File: src/rtl/ckpt_rat_pkg.sv
package ckpt_rat_pkg;
  typedef enum logic [1:0] {
    MAP_HOLD    = 2'd0,
    MAP_WRITE   = 2'd1,
    MAP_RESTORE = 2'd2,
    MAP_CLEAR   = 2'd3
  } map_op_e;
endpackage

File: src/rtl/rat_map.sv
module rat_map import ckpt_rat_pkg::*; #(
  parameter int NUM_ARCH = 16,
  parameter int PTAG_W   = 6,
  localparam int AW      = $clog2(NUM_ARCH),
  localparam int ENT_W   = PTAG_W + 1
) (
  input  logic                              clk_i,
  input  logic                              rst_ni,
  input  map_op_e                           op_i,
  input  logic [AW-1:0]                     dst_i,
  input  logic [PTAG_W-1:0]                 tag_i,
  input  logic [NUM_ARCH-1:0][ENT_W-1:0]    restore_i,
  output logic [NUM_ARCH-1:0][ENT_W-1:0]    map_o,
  output logic [NUM_ARCH-1:0][ENT_W-1:0]    map_nxt_o
);
  logic [NUM_ARCH-1:0][ENT_W-1:0] map_q;

  always_comb begin
    map_nxt_o = map_q;
    unique case (op_i)
      MAP_WRITE:   map_nxt_o[dst_i] = {1'b1, tag_i};
      MAP_RESTORE: map_nxt_o = restore_i;
      MAP_CLEAR:   map_nxt_o = '0;
      default:     ;
    endcase
  end

  always_ff @(posedge clk_i or negedge rst_ni) begin
    if (!rst_ni) map_q <= '0;
    else         map_q <= map_nxt_o;
  end

  assign map_o = map_q;

  a_r2_write_binds: assert property (@(posedge clk_i) disable iff (!rst_ni)
    op_i == MAP_WRITE |=> map_q[$past(dst_i)] == {1'b1, $past(tag_i)});
  a_r5_restore_loads: assert property (@(posedge clk_i) disable iff (!rst_ni)
    op_i == MAP_RESTORE |=> map_q == $past(restore_i));
  a_r9_clear_all: assert property (@(posedge clk_i) disable iff (!rst_ni)
    op_i == MAP_CLEAR |=> map_q == '0);
endmodule

File: src/rtl/ckpt_store.sv
module ckpt_store #(
  parameter int NUM_ARCH = 16,
  parameter int ENT_W    = 7,
  parameter int NUM_CKPT = 4,
  localparam int CW      = $clog2(NUM_CKPT)
) (
  input  logic                              clk_i,
  input  logic                              rst_ni,
  input  logic                              wr_en_i,
  input  logic [CW-1:0]                     wr_id_i,
  input  logic [NUM_ARCH-1:0][ENT_W-1:0]    wr_map_i,
  input  logic [CW-1:0]                     rd_id_i,
  output logic [NUM_ARCH-1:0][ENT_W-1:0]    rd_map_o
);
  logic [NUM_CKPT-1:0][NUM_ARCH-1:0][ENT_W-1:0] slot_q;

  for (genvar s = 0; s < NUM_CKPT; s++) begin : g_slot
    always_ff @(posedge clk_i or negedge rst_ni) begin
      if (!rst_ni)                                  slot_q[s] <= '0;
      else if (wr_en_i && wr_id_i == CW'(s))        slot_q[s] <= wr_map_i;
    end
  end

  assign rd_map_o = slot_q[rd_id_i];
endmodule

File: src/rtl/ckpt_pool.sv
module ckpt_pool #(
  parameter int NUM_CKPT = 4,
  localparam int CW      = $clog2(NUM_CKPT)
) (
  input  logic          clk_i,
  input  logic          rst_ni,
  input  logic          clear_i,
  input  logic          alloc_i,
  output logic [CW-1:0] alloc_id_o,
  output logic          full_o,
  input  logic          resolve_i,
  input  logic          mispred_i,
  input  logic [CW-1:0] resolve_id_i
);
  logic [NUM_CKPT-1:0]               busy_q;
  // older_q[r][c]: slot c was allocated before slot r
  logic [NUM_CKPT-1:0][NUM_CKPT-1:0] older_q;
  logic [NUM_CKPT-1:0]               free_mask, younger;

  always_comb begin
    alloc_id_o = '0;
    for (int i = NUM_CKPT - 1; i >= 0; i--)
      if (!busy_q[i]) alloc_id_o = CW'(i);
  end
  assign full_o = &busy_q;

  always_comb begin
    for (int k = 0; k < NUM_CKPT; k++)
      younger[k] = busy_q[k] & older_q[k][resolve_id_i];
    free_mask = '0;
    if (resolve_i) begin
      free_mask[resolve_id_i] = 1'b1;
      if (mispred_i) free_mask = free_mask | younger;
    end
  end

  always_ff @(posedge clk_i or negedge rst_ni) begin
    if (!rst_ni) begin
      busy_q  <= '0;
      older_q <= '0;
    end else if (clear_i) begin
      busy_q  <= '0;
      older_q <= '0;
    end else begin
      busy_q <= (busy_q & ~free_mask) |
                (alloc_i ? (NUM_CKPT'(1) << alloc_id_o) : '0);
      for (int r = 0; r < NUM_CKPT; r++) begin
        if (alloc_i && alloc_id_o == CW'(r)) older_q[r] <= busy_q & ~free_mask;
        else                                  older_q[r] <= older_q[r] & ~free_mask;
      end
    end
  end

  a_r3_alloc_busy: assert property (@(posedge clk_i) disable iff (!rst_ni)
    alloc_i && !clear_i |=> busy_q[$past(alloc_id_o)]);
  a_r3_no_alloc_full: assert property (@(posedge clk_i) disable iff (!rst_ni)
    alloc_i |-> !full_o);
  a_r6_own_freed: assert property (@(posedge clk_i) disable iff (!rst_ni)
    resolve_i && mispred_i && !clear_i |=> !busy_q[$past(resolve_id_i)]);
  a_r7_one_freed: assert property (@(posedge clk_i) disable iff (!rst_ni)
    resolve_i && !mispred_i && !alloc_i && !clear_i && busy_q[resolve_id_i]
    |=> $countones(busy_q) + 1 == $countones($past(busy_q)));
  a_r9_pool_empty: assert property (@(posedge clk_i) disable iff (!rst_ni)
    clear_i |=> busy_q == '0);
endmodule

File: src/rtl/ckpt_rat.sv
module ckpt_rat import ckpt_rat_pkg::*; #(
  parameter int NUM_ARCH = 16,
  parameter int PTAG_W   = 6,
  parameter int NUM_CKPT = 4,
  localparam int AW      = $clog2(NUM_ARCH),
  localparam int CW      = $clog2(NUM_CKPT),
  localparam int ENT_W   = PTAG_W + 1
) (
  input  logic              clk_i,
  input  logic              rst_ni,
  input  logic              ren_valid_i,
  input  logic              ren_branch_i,
  input  logic [AW-1:0]     src1_i,
  input  logic [AW-1:0]     src2_i,
  input  logic [AW-1:0]     dst_i,
  input  logic              dst_we_i,
  input  logic [PTAG_W-1:0] new_tag_i,
  output logic              src1_prf_o,
  output logic [PTAG_W-1:0] src1_tag_o,
  output logic              src2_prf_o,
  output logic [PTAG_W-1:0] src2_tag_o,
  output logic [CW-1:0]     ckpt_id_o,
  output logic              stall_o,
  input  logic              resolve_valid_i,
  input  logic [CW-1:0]     resolve_id_i,
  input  logic              resolve_mispred_i,
  input  logic              arch_reset_i
);
  logic [NUM_ARCH-1:0][ENT_W-1:0] map, map_nxt, snap;
  logic    recover, pool_full, fire, alloc;
  map_op_e op;

  assign recover = resolve_valid_i & resolve_mispred_i;
  assign stall_o = ren_valid_i & (arch_reset_i | recover | (ren_branch_i & pool_full));
  assign fire    = ren_valid_i & ~stall_o;
  assign alloc   = fire & ren_branch_i;

  always_comb begin
    if (arch_reset_i)          op = MAP_CLEAR;
    else if (recover)          op = MAP_RESTORE;
    else if (fire && dst_we_i) op = MAP_WRITE;
    else                       op = MAP_HOLD;
  end

  rat_map #(.NUM_ARCH(NUM_ARCH), .PTAG_W(PTAG_W)) i_map (
    .clk_i, .rst_ni, .op_i(op), .dst_i, .tag_i(new_tag_i),
    .restore_i(snap), .map_o(map), .map_nxt_o(map_nxt)
  );

  ckpt_store #(.NUM_ARCH(NUM_ARCH), .ENT_W(ENT_W), .NUM_CKPT(NUM_CKPT)) i_store (
    .clk_i, .rst_ni, .wr_en_i(alloc), .wr_id_i(ckpt_id_o), .wr_map_i(map_nxt),
    .rd_id_i(resolve_id_i), .rd_map_o(snap)
  );

  ckpt_pool #(.NUM_CKPT(NUM_CKPT)) i_pool (
    .clk_i, .rst_ni, .clear_i(arch_reset_i), .alloc_i(alloc),
    .alloc_id_o(ckpt_id_o), .full_o(pool_full),
    .resolve_i(resolve_valid_i & ~arch_reset_i), .mispred_i(resolve_mispred_i),
    .resolve_id_i
  );

  assign {src1_prf_o, src1_tag_o} = map[src1_i];
  assign {src2_prf_o, src2_tag_o} = map[src2_i];

  a_r4_stall_full: assert property (@(posedge clk_i) disable iff (!rst_ni)
    ren_valid_i && ren_branch_i && pool_full |-> stall_o);
  a_r4_map_kept: assert property (@(posedge clk_i) disable iff (!rst_ni)
    ren_valid_i && ren_branch_i && pool_full && !resolve_valid_i && !arch_reset_i
    |=> map == $past(map));
  a_r8_recover_stalls: assert property (@(posedge clk_i) disable iff (!rst_ni)
    ren_valid_i && recover |-> stall_o);
endmodule

File: config.mk
export PLATFORM = sky130hd
export DESIGN_NAME = ckpt_rat
export DESIGN_NICKNAME = d
export VERILOG_FILES = /design/src/rtl/ckpt_rat_pkg.sv /design/src/rtl/rat_map.sv /design/src/rtl/ckpt_store.sv /design/src/rtl/ckpt_pool.sv /design/src/rtl/ckpt_rat.sv
export SDC_FILE = /design/constraint.sdc
export NUM_CORES = 1
export LEC_CHECK = 0
export BUFFER_PORTS_ARGS = -buffer_cell sky130_fd_sc_hd__buf_4
export CORE_UTILIZATION = 34
export DETAILED_ROUTE_END_ITERATION = 8
export PLACE_DENSITY = 0.52
export RECOVER_POWER = 50
export SLEW_MARGIN = 20
export SYNTH_ARGS = -nofsm -noshare
export SYNTH_HDL_FRONTEND = slang
export SYNTH_SLANG_ARGS = --single-unit
File: constraint.sdc
create_clock -name clk_i -period 2.9 [get_ports clk_i]
set_input_delay 0.435 -clock clk_i [delete_from_list [all_inputs] [get_ports clk_i]]
set_output_delay 0.435 -clock clk_i [all_outputs]
set_load 0.05 [all_outputs]
==> results by group, run 1 <==
Outcome
  – Outcome: finished, violations left
  – Violated checks: max-capacitance violations, max-slew violations

Logic synthesis
  – Post-synthesis sequential area ratio: 50.2%
  – Dominant cell type by area after synthesis: dfrtp_1
  – Mux cell area share after synthesis: 33.7%
  – Avg Inst Size Synth: 13.0 um^2
  – Number of synthesized register bits: 576
  – Net Count, Synth: 2237
  – Yosys top cell area share: about 50%
  – Synth Area in Compound Gates: 8.75%
  – Gate Count Post-Synth: roughly 2200
  – Top cells by area, synth: dfrtp_1 (50%), mux2_2 (20%), mux2i_1 (8.1%), mux4_2 (5.5%), a31oi_1 (2.3%)
  – Synth Flop Type: dfrtp_1
  – FFs w/ async S/R, synth: 100%
  – EDFF count, synth: 0
  – Yosys warning count: 0
  – Synth Area in XOR/XNOR: 0%
  – Mapped Area: 28700 um^2
  – Cell variety after synth: 46
  – Largest family of logic cells by synthesized area: multiplexers
  – Adder-Cell Fraction of Synth Area: 0%
  – Simple-Gate Fraction of Synth Area: under 10%

Timing
  – Final Skew: 0.0242 ns
  – Worst-Margin Slew: 2.17 ns
  – Setup tns final: 0 ns
  – Worst hold slack: around 0.13 ns
  – Tcrit/Tclk final: between 90% and 100%
  – Tmin final: 2.82 ns
  – Max Fclk: around 0.35 GHz
  – Final setup vio count: 0
  – Final-report max-slew violation count: 62
  – Worst rel slew slack: -44.3%
  – Final Hold Viols: 0
  – RSZ-0062 raised after global routing: false
  – Post-route setup slack: ~0.080 ns

Power and ir drop
  – Switching power: 5430 uW
  – Static leakage: 0.0149 uW
  – Switching share of power: 26.4%
  – Pwr Density: between 600 and 700 nW/um^2
  – P_int: 15100 uW
  – Clock share of power: 41.0%
  – Combinational fraction of design power: 13.6%
  – IR drop worst, VDD: roughly 0.00040 V
  – Flop pwr share: 45.4%

Worst hold path
  – Hold Path Class: input pin to register
  – Worst hold start: arch_reset_i
  – Hold path endpoint: i_pool.busy_q[1]
  – Worst Hold Depth: 2

Worst setup path
  – Crit start category: register
  – Crit end category: output port
  – Crit path max-delay family: multiplexers
  – Worst reg-to-reg path cell count: 6
  – Crit path DAT: 2.39 ns
  – Critical path buffer and inverter count: 1
  – Worst path max stage delay: 0.55 ns
  – R2r setup slk: 0.26 ns
  – WP data required: 2.47 ns
  – Crit-path most repeated cell: mux4_2
  – Max FO, Critical Path: 4
  – Crit path cell chain: mux4_2, mux4_2, buf_4
  – Critical path startpoint: i_map.map_o[29]
  – Reg-to-reg critical path endpoint: i_store.slot_q[314]
  – CP Class: register to output port
  – CP max stage cell: mux4_2
  – RR Startpoint: i_pool.busy_q[3]

Detailed routing
  – Iter 0 DRT Violations: 1226
  – 1st-pass router iterations: 5
  – Routed len/inst: 25.7 um
  – Post-route DRC: 0
  – Vias/cell: 5.81
  – Via count: 19600
  – Post-route ant nets: 0
  – Routed wire length: 86700 um

Layout
  – Area grow syn2layout: 15.7%
  – Share of cells above drive strength 1: 39.3%
  – Commonest non-fill, non-tap cell in the layout: dfrtp_1
  – Design area: 33200 um^2
  – Post-route insts no fill: 3377
  – Most frequent cells in the layout: dfrtp_1 (576), mux2_2 (512), mux2i_1 (233)
  – Nets: between 2000 and 2500

Place
  – Dpl cell area: 31000 um^2
  – Placed Instances: 3250
  – Setup WS pre-CTS: 0.184 ns
  – GPL Wtd Cong: 0.800
  – Hpwl dp: 54400 um
  – Number of port buffers: 44

Clock tree
  – CTS tree: yes
  – Reg clk slew, reported paths: around 0.06 ns
  – Clock Tree Root: clkbuf_16
  – Cts bufs inserted: 68
  – Skew-Pair Late Insertion Delay: a little over 0.6 ns
  – Clk sinks: 576
  – Post-CTS setup buffers: 0
  – Clk buf depth: 3
  – H-tree levels: 3

Die
  – I/O pin cnt: 45
  – Row cnt: about 110
  – Initial Utilization: between 30% and 40%
  – Die Wd: 292 um
  – Die Ht: 292 um
  – Die Area: 85500 um^2
  – CORE AREA: 83600 um^2

GRT
  – GRT Util Overall: 20.5%
  – Number of global-route vias before repair: 20500
  – Grt ovf: 0
  – First-pass GRT wire length: 133000 um
  – Initial antenna violation count: 5
  – Largest net degree at the start of global routing: about 110

Job
  – Max-Cap Viols: 1
worst reg2reg max path, delay by kind of cell (launching register included):
family          cells  cell delay [ns]
flops               1             0.49
compound gates      2             0.84
buf+inv             1             0.55
simple gates        2             0.43
mux                 1             0.26
state kept, by name, indices dropped and copies added, names as in the netlist:
signal and count:
i_pool.older_q 12, i_pool.busy_q 4, i_store.slot_q 448, i_map.map_o 112
cell usage after synthesis (19+ instances only):
cell type and count:
dfrtp_1 576, mux2_2 512, mux2i_1 233, a31oi_1 105
nor3_1 104, o22ai_1 102, buf_2 80, clkbuf_1 78
a21oi_1 77, mux4_2 70, nand2_1 47, a21oi_2 36
o21ai_1 24, buf_1 23, o21ai_0 20, buf_4 19
what timing repair did:
item / 4_1_cts / 5_1_grt
endpoints found under the hold margin: 54 / 0
gates resized for setup: 0 / 0
hold buffers: 1 / 0
worst max-delay path by stage:
stage / to / cells after the start
floorplan: stall_o / 6
global placement: src2_tag_o[0] / 5
detailed placement: i_store.slot_q[426] / 7
CTS: src2_tag_o[0] / 3
global route: i_store.slot_q[59] / 3
finish: src2_tag_o[1] / 3
stage by stage:
step / total power [uW] / utilization [%]
finish: 20500 / 39.7
detailed placement: 12200 / 37.1
CTS: 20800 / 39.8
global placement: 12100 / 37.1
floorplan: 11100 / -
global route: 21400 / 39.7
area by class of cell:
cell class / count / area [um^2]
antenna: 1 / 2.50
clock inverter: 20 / 158
multi-input combinational: 1420 / 13400
timing repair buffer: 162 / 1770
fill: 7833 / 50400
clock buffer: 105 / 2050
inverter: 13 / 48.8
sequential: 576 / 14400
tap: 1080 / 1350
metal layers:
| metal | vias up | track usage [%] | wire (um) |
|---|---|---|---|
| met5 | - | 0 | 16 |
| met4 | 4 | 7.02 | 2550 |
| met3 | 160 | 3.04 | 4690 |
| met2 | 586 | 32.4 | 40100 |
| met1 | 10400 | 28.5 | 39400 |
| li1 | 8416 | - | - |
power groups by stage:
| stage | sequential (uW) | clock [uW] | combinational [uW] |
|---|---|---|---|
| final | 9320 | 8420 | 2780 |
| after global routing | 9410 | 8990 | 3000 |
| after CTS | 9310 | 8690 | 2810 |
| after detailed placement | 9450 | 0 | 2790 |
| after global placement | 9400 | 0 | 2720 |
| after floorplan | 9240 | 0 | 1910 |
kinds of logic (layout without fill, tap and decap cells):
group / Yosys count / count (layout)
AOI/OAI and AO/OA: 399 / 399
other: 0 / 1
buffers and inverters: 213 / 300
muxes: 815 / 815
DFF: 576 / 576
and+or+nand+nor: 206 / 206
Note: power is estimated with default switching activity, not from simulation.
==> run 2: changes to the inputs <==
--- a/config.mk
+++ b/config.mk
@@ -7,10 +7,12 @@
 export LEC_CHECK = 0
 export BUFFER_PORTS_ARGS = -buffer_cell sky130_fd_sc_hd__buf_4
 export CORE_UTILIZATION = 34
+export CTS_CLUSTER_SIZE = 20
 export DETAILED_ROUTE_END_ITERATION = 8
 export PLACE_DENSITY = 0.52
 export RECOVER_POWER = 50
 export SLEW_MARGIN = 20
 export SYNTH_ARGS = -nofsm -noshare
 export SYNTH_HDL_FRONTEND = slang
+export SYNTH_HIERARCHICAL = 1
 export SYNTH_SLANG_ARGS = --single-unit
==> run 2 against run 1 <==
Against the previous run:
- the run still ends with max-capacitance violations, max-slew violations left
- core utilization is 0.77 points lower
- combinational power is 58% lower
- critical path depth is 3 higher
- critical path type is now input pin to output port
- design area is 3.2% lower
- count of clock-buffer cells in the layout is 8 lower
- sequential share of layout area is 1.4 points higher
- critical endpoint is now src1_tag_o[1]
- via count is 9.9% lower
- clock power is 4.6% lower
- total power is 15% lower
==> results by group, run 2 <==
Worst setup path
  – Critical path startpoint: src1_i[0]
  – CP Class: input pin to output port
  – Crit path DAT: 2.36 ns
  – Crit end category: output port
  – CP max stage cell: mux4_1
  – Crit path cell chain: buf_4, buf_6, mux4_1, a22oi_1, nand2_1, buf_4
  – Crit start category: input pin
  – Worst path max stage delay: 0.62 ns
  – Crit-path most repeated cell: buf_4
  – Max FO, Critical Path: 12
  – RR Startpoint: i_pool/busy_q[2]
  – WP data required: 2.47 ns

Logic synthesis
  – Gate Count Post-Synth: 2054
  – Synth top cells by count: dfrtp_1 (576), mux2_2 (448), nand2_1 (146)
  – Mapped Area: about 28000 um^2
  – Dominant cell type by area after synthesis: dfrtp_1
  – Number of synthesized register bits: 576
  – Avg Inst Size Synth: 13.9 um^2
  – Post-synthesis sequential area ratio: about half
  – Yosys top cell area share: 50.7%
  – Net Count, Synth: 2082
  – Yosys warning count: 6
  – Top cells by area, synth: dfrtp_1 (51%), mux2_2 (18%), mux4_2 (11%), a211o_1 (2.9%), mux4_1 (2.6%)
  – Synth Flop Type: dfrtp_1
  – EDFF count, synth: 0
  – Cell variety after synth: 54
  – FFs w/ async S/R, synth: 100%
  – Top-count cell post-synth: dfrtp_1

Die
  – CORE AREA: about 83000 um^2
  – Row cnt: 105
  – Die Ht: 291 um
  – Initial Utilization: 34.5%
  – Die Area: 84800 um^2
  – Die Wd: 291 um
  – I/O pin cnt: 45

Place
  – Hpwl dp: ~46000 um
  – GPL Wtd Cong: 0.796
  – Number of port buffers: 44
  – Setup WS pre-CTS: -0.0248 ns
  – Dpl cell area: 30200 um^2
  – Placed Instances: 3092

Layout
  – Biggest register: i_store/slot_q
  – Area grow syn2layout: 13.0%
  – Commonest non-fill, non-tap cell in the layout: dfrtp_1
  – Most frequent cells in the layout: dfrtp_1 (576), mux2_2 (448), nand2_1 (146)
  – Share of cells above drive strength 1: 39.0%
  – Antenna Cells: 0
  – Design area: 32100 um^2
  – Post-route insts no fill: 3195
  – Max FFs per register: 448
  – Nets: 2119

Worst hold path
  – Hold Path Class: input pin to register
  – Worst hold start: arch_reset_i

Timing
  – Worst hold slack: 0.155 ns
  – Final Skew: 0.0258 ns
  – Tmin final: 2.79 ns
  – Post-route setup slack: 0.109 ns
  – Max Fclk: 0.358 GHz
  – Final Hold Viols: 0
  – RSZ-0062 raised after global routing: false
  – Final-report max-slew violation count: 53
  – Final setup vio count: 0
  – Tcrit/Tclk final: 96.2%
  – Setup tns final: 0 ns
  – Worst-Margin Slew: 1.85 ns
  – Worst rel slew slack: -23.4%

Job
  – Max-Cap Viols: 1

GRT
  – First-pass GRT wire length: 118000 um
  – Number of global-route vias before repair: approximately 19000
  – Largest net degree at the start of global routing: 113
  – Grt ovf: 0
  – GRT Util Overall: a little under a fifth
  – Initial antenna violation count: 2

Power and ir drop
  – Flop pwr share: between 40% and 50%
  – Clock share of power: 46.2%
  – Switching power: just over 4000 uW
  – P_int: 13400 uW
  – Combinational fraction of design power: 6.8%
  – Switching share of power: between 20 and 25%
  – Static leakage: 0.0157 uW
  – IR drop worst, VDD: 0.000372 V
  – Pwr Density: 541 nW/um^2

Outcome
  – Violated checks: max-capacitance violations, max-slew violations
  – Outcome: finished, violations left

Clock tree
  – Clock Tree Root: clkbuf_16
  – Cts bufs inserted: 66
  – Skew-Pair Late Insertion Delay: around 0.60 ns
  – Clk sinks: 576
  – H-tree levels: 3
  – CTS tree: yes
  – Clk buf depth: 3
  – Post-CTS setup buffers: 0
  – Reg clk slew, reported paths: 0.05 ns

Detailed routing
  – 1st-pass router iterations: 5
  – Post-route DRC: 0
  – Routed len/inst: 23.5 um
  – Vias/cell: 5.53
  – Via count: 17700
  – Iter 0 DRT Violations: 1083
  – Post-route ant nets: 0
  – Routed wire length: 74900 um
run 2: cell count changes in the layout (fill, tap and decap cells not counted), moves of 99 or more:
cell and change:
a31oi_1 -104, mux2i_1 -225, nand2_1 +100, nor2_1 +106, nor3_1 -103, o22ai_1 -99
run 2: worst paths after layout:
kind | endpoint | slack (ns) | cells after the start
max | src1_tag_o[1] | 0.11 | 6
min in group asynchronous | i_store/slot_q[209] | 0.88 | 2
max in group asynchronous | i_store/slot_q[182] | 0.38 | 3
min | i_pool/busy_q[2] | 0.16 | 2
max reg2reg | i_store/slot_q[123] | 0.25 | 9
min reg2reg | i_store/slot_q[301] | 0.50 | 1
run 2: stage by stage:
stage | power [uW] | util [%]
global placement | 9530 | 36.6
floorplan | 8960 | -
global route | 18100 | 39.0
finish | 17400 | 39.0
CTS | 17700 | 39.1
detailed placement | 9550 | 36.6
run 2: power by group through the flow:
stage / Sequential [uW] / Clock, uW / Combinational [uW]
after CTS: 8180 / 8300 / 1230
final: 8190 / 8030 / 1180
after floorplan: 8310 / 0 / 654
after global routing: 8190 / 8610 / 1280
after detailed placement: 8330 / 0 / 1230
after global placement: 8320 / 0 / 1210
run 2: final cells by class:
cell class              count  area [um^2]
fillers                  7731        50400
flip-flops and latches    576        14400
multi-input cells        1310        13000
clock buffers              97         2000
well taps                1070         1340
repair buffers            131         1260
clock inverters             5         61.3
inverters                   6         27.5
run 2: cells by family after synthesis:
family	share of synthesized area (%)
DFF	50.7
and+or+nand+nor	7.17
buffers and inverters	3.62
muxes	31.7
AOI/OAI and AO/OA	6.87
run 2: timing repair:
action	CTS	global route
hold buffers	1	0
resized for setup	1	2
hold endpoints to repair	40	0
cloned	0	0
endpoints found under the setup margin	1	2
run 2: per-layer routing:
layer / GRT usage [%] / vias to the layer above / wire length (um)
met3: 2.56 / 105 / 2870
met5: 0 / - / 29
met4: 5.29 / 4 / 1720
met2: 29.2 / 347 / 35400
met1: 25.3 / 9499 / 34900
li1: - / 7712 / -
run 2: critical path: cells and delay by family:
kind | cells | cell delay (ns)
buffers and inverters | 3 | 0.76
muxes | 1 | 0.62
and+or+nand+nor | 1 | 0.15
AOI/OAI and AO/OA | 1 | 0.33
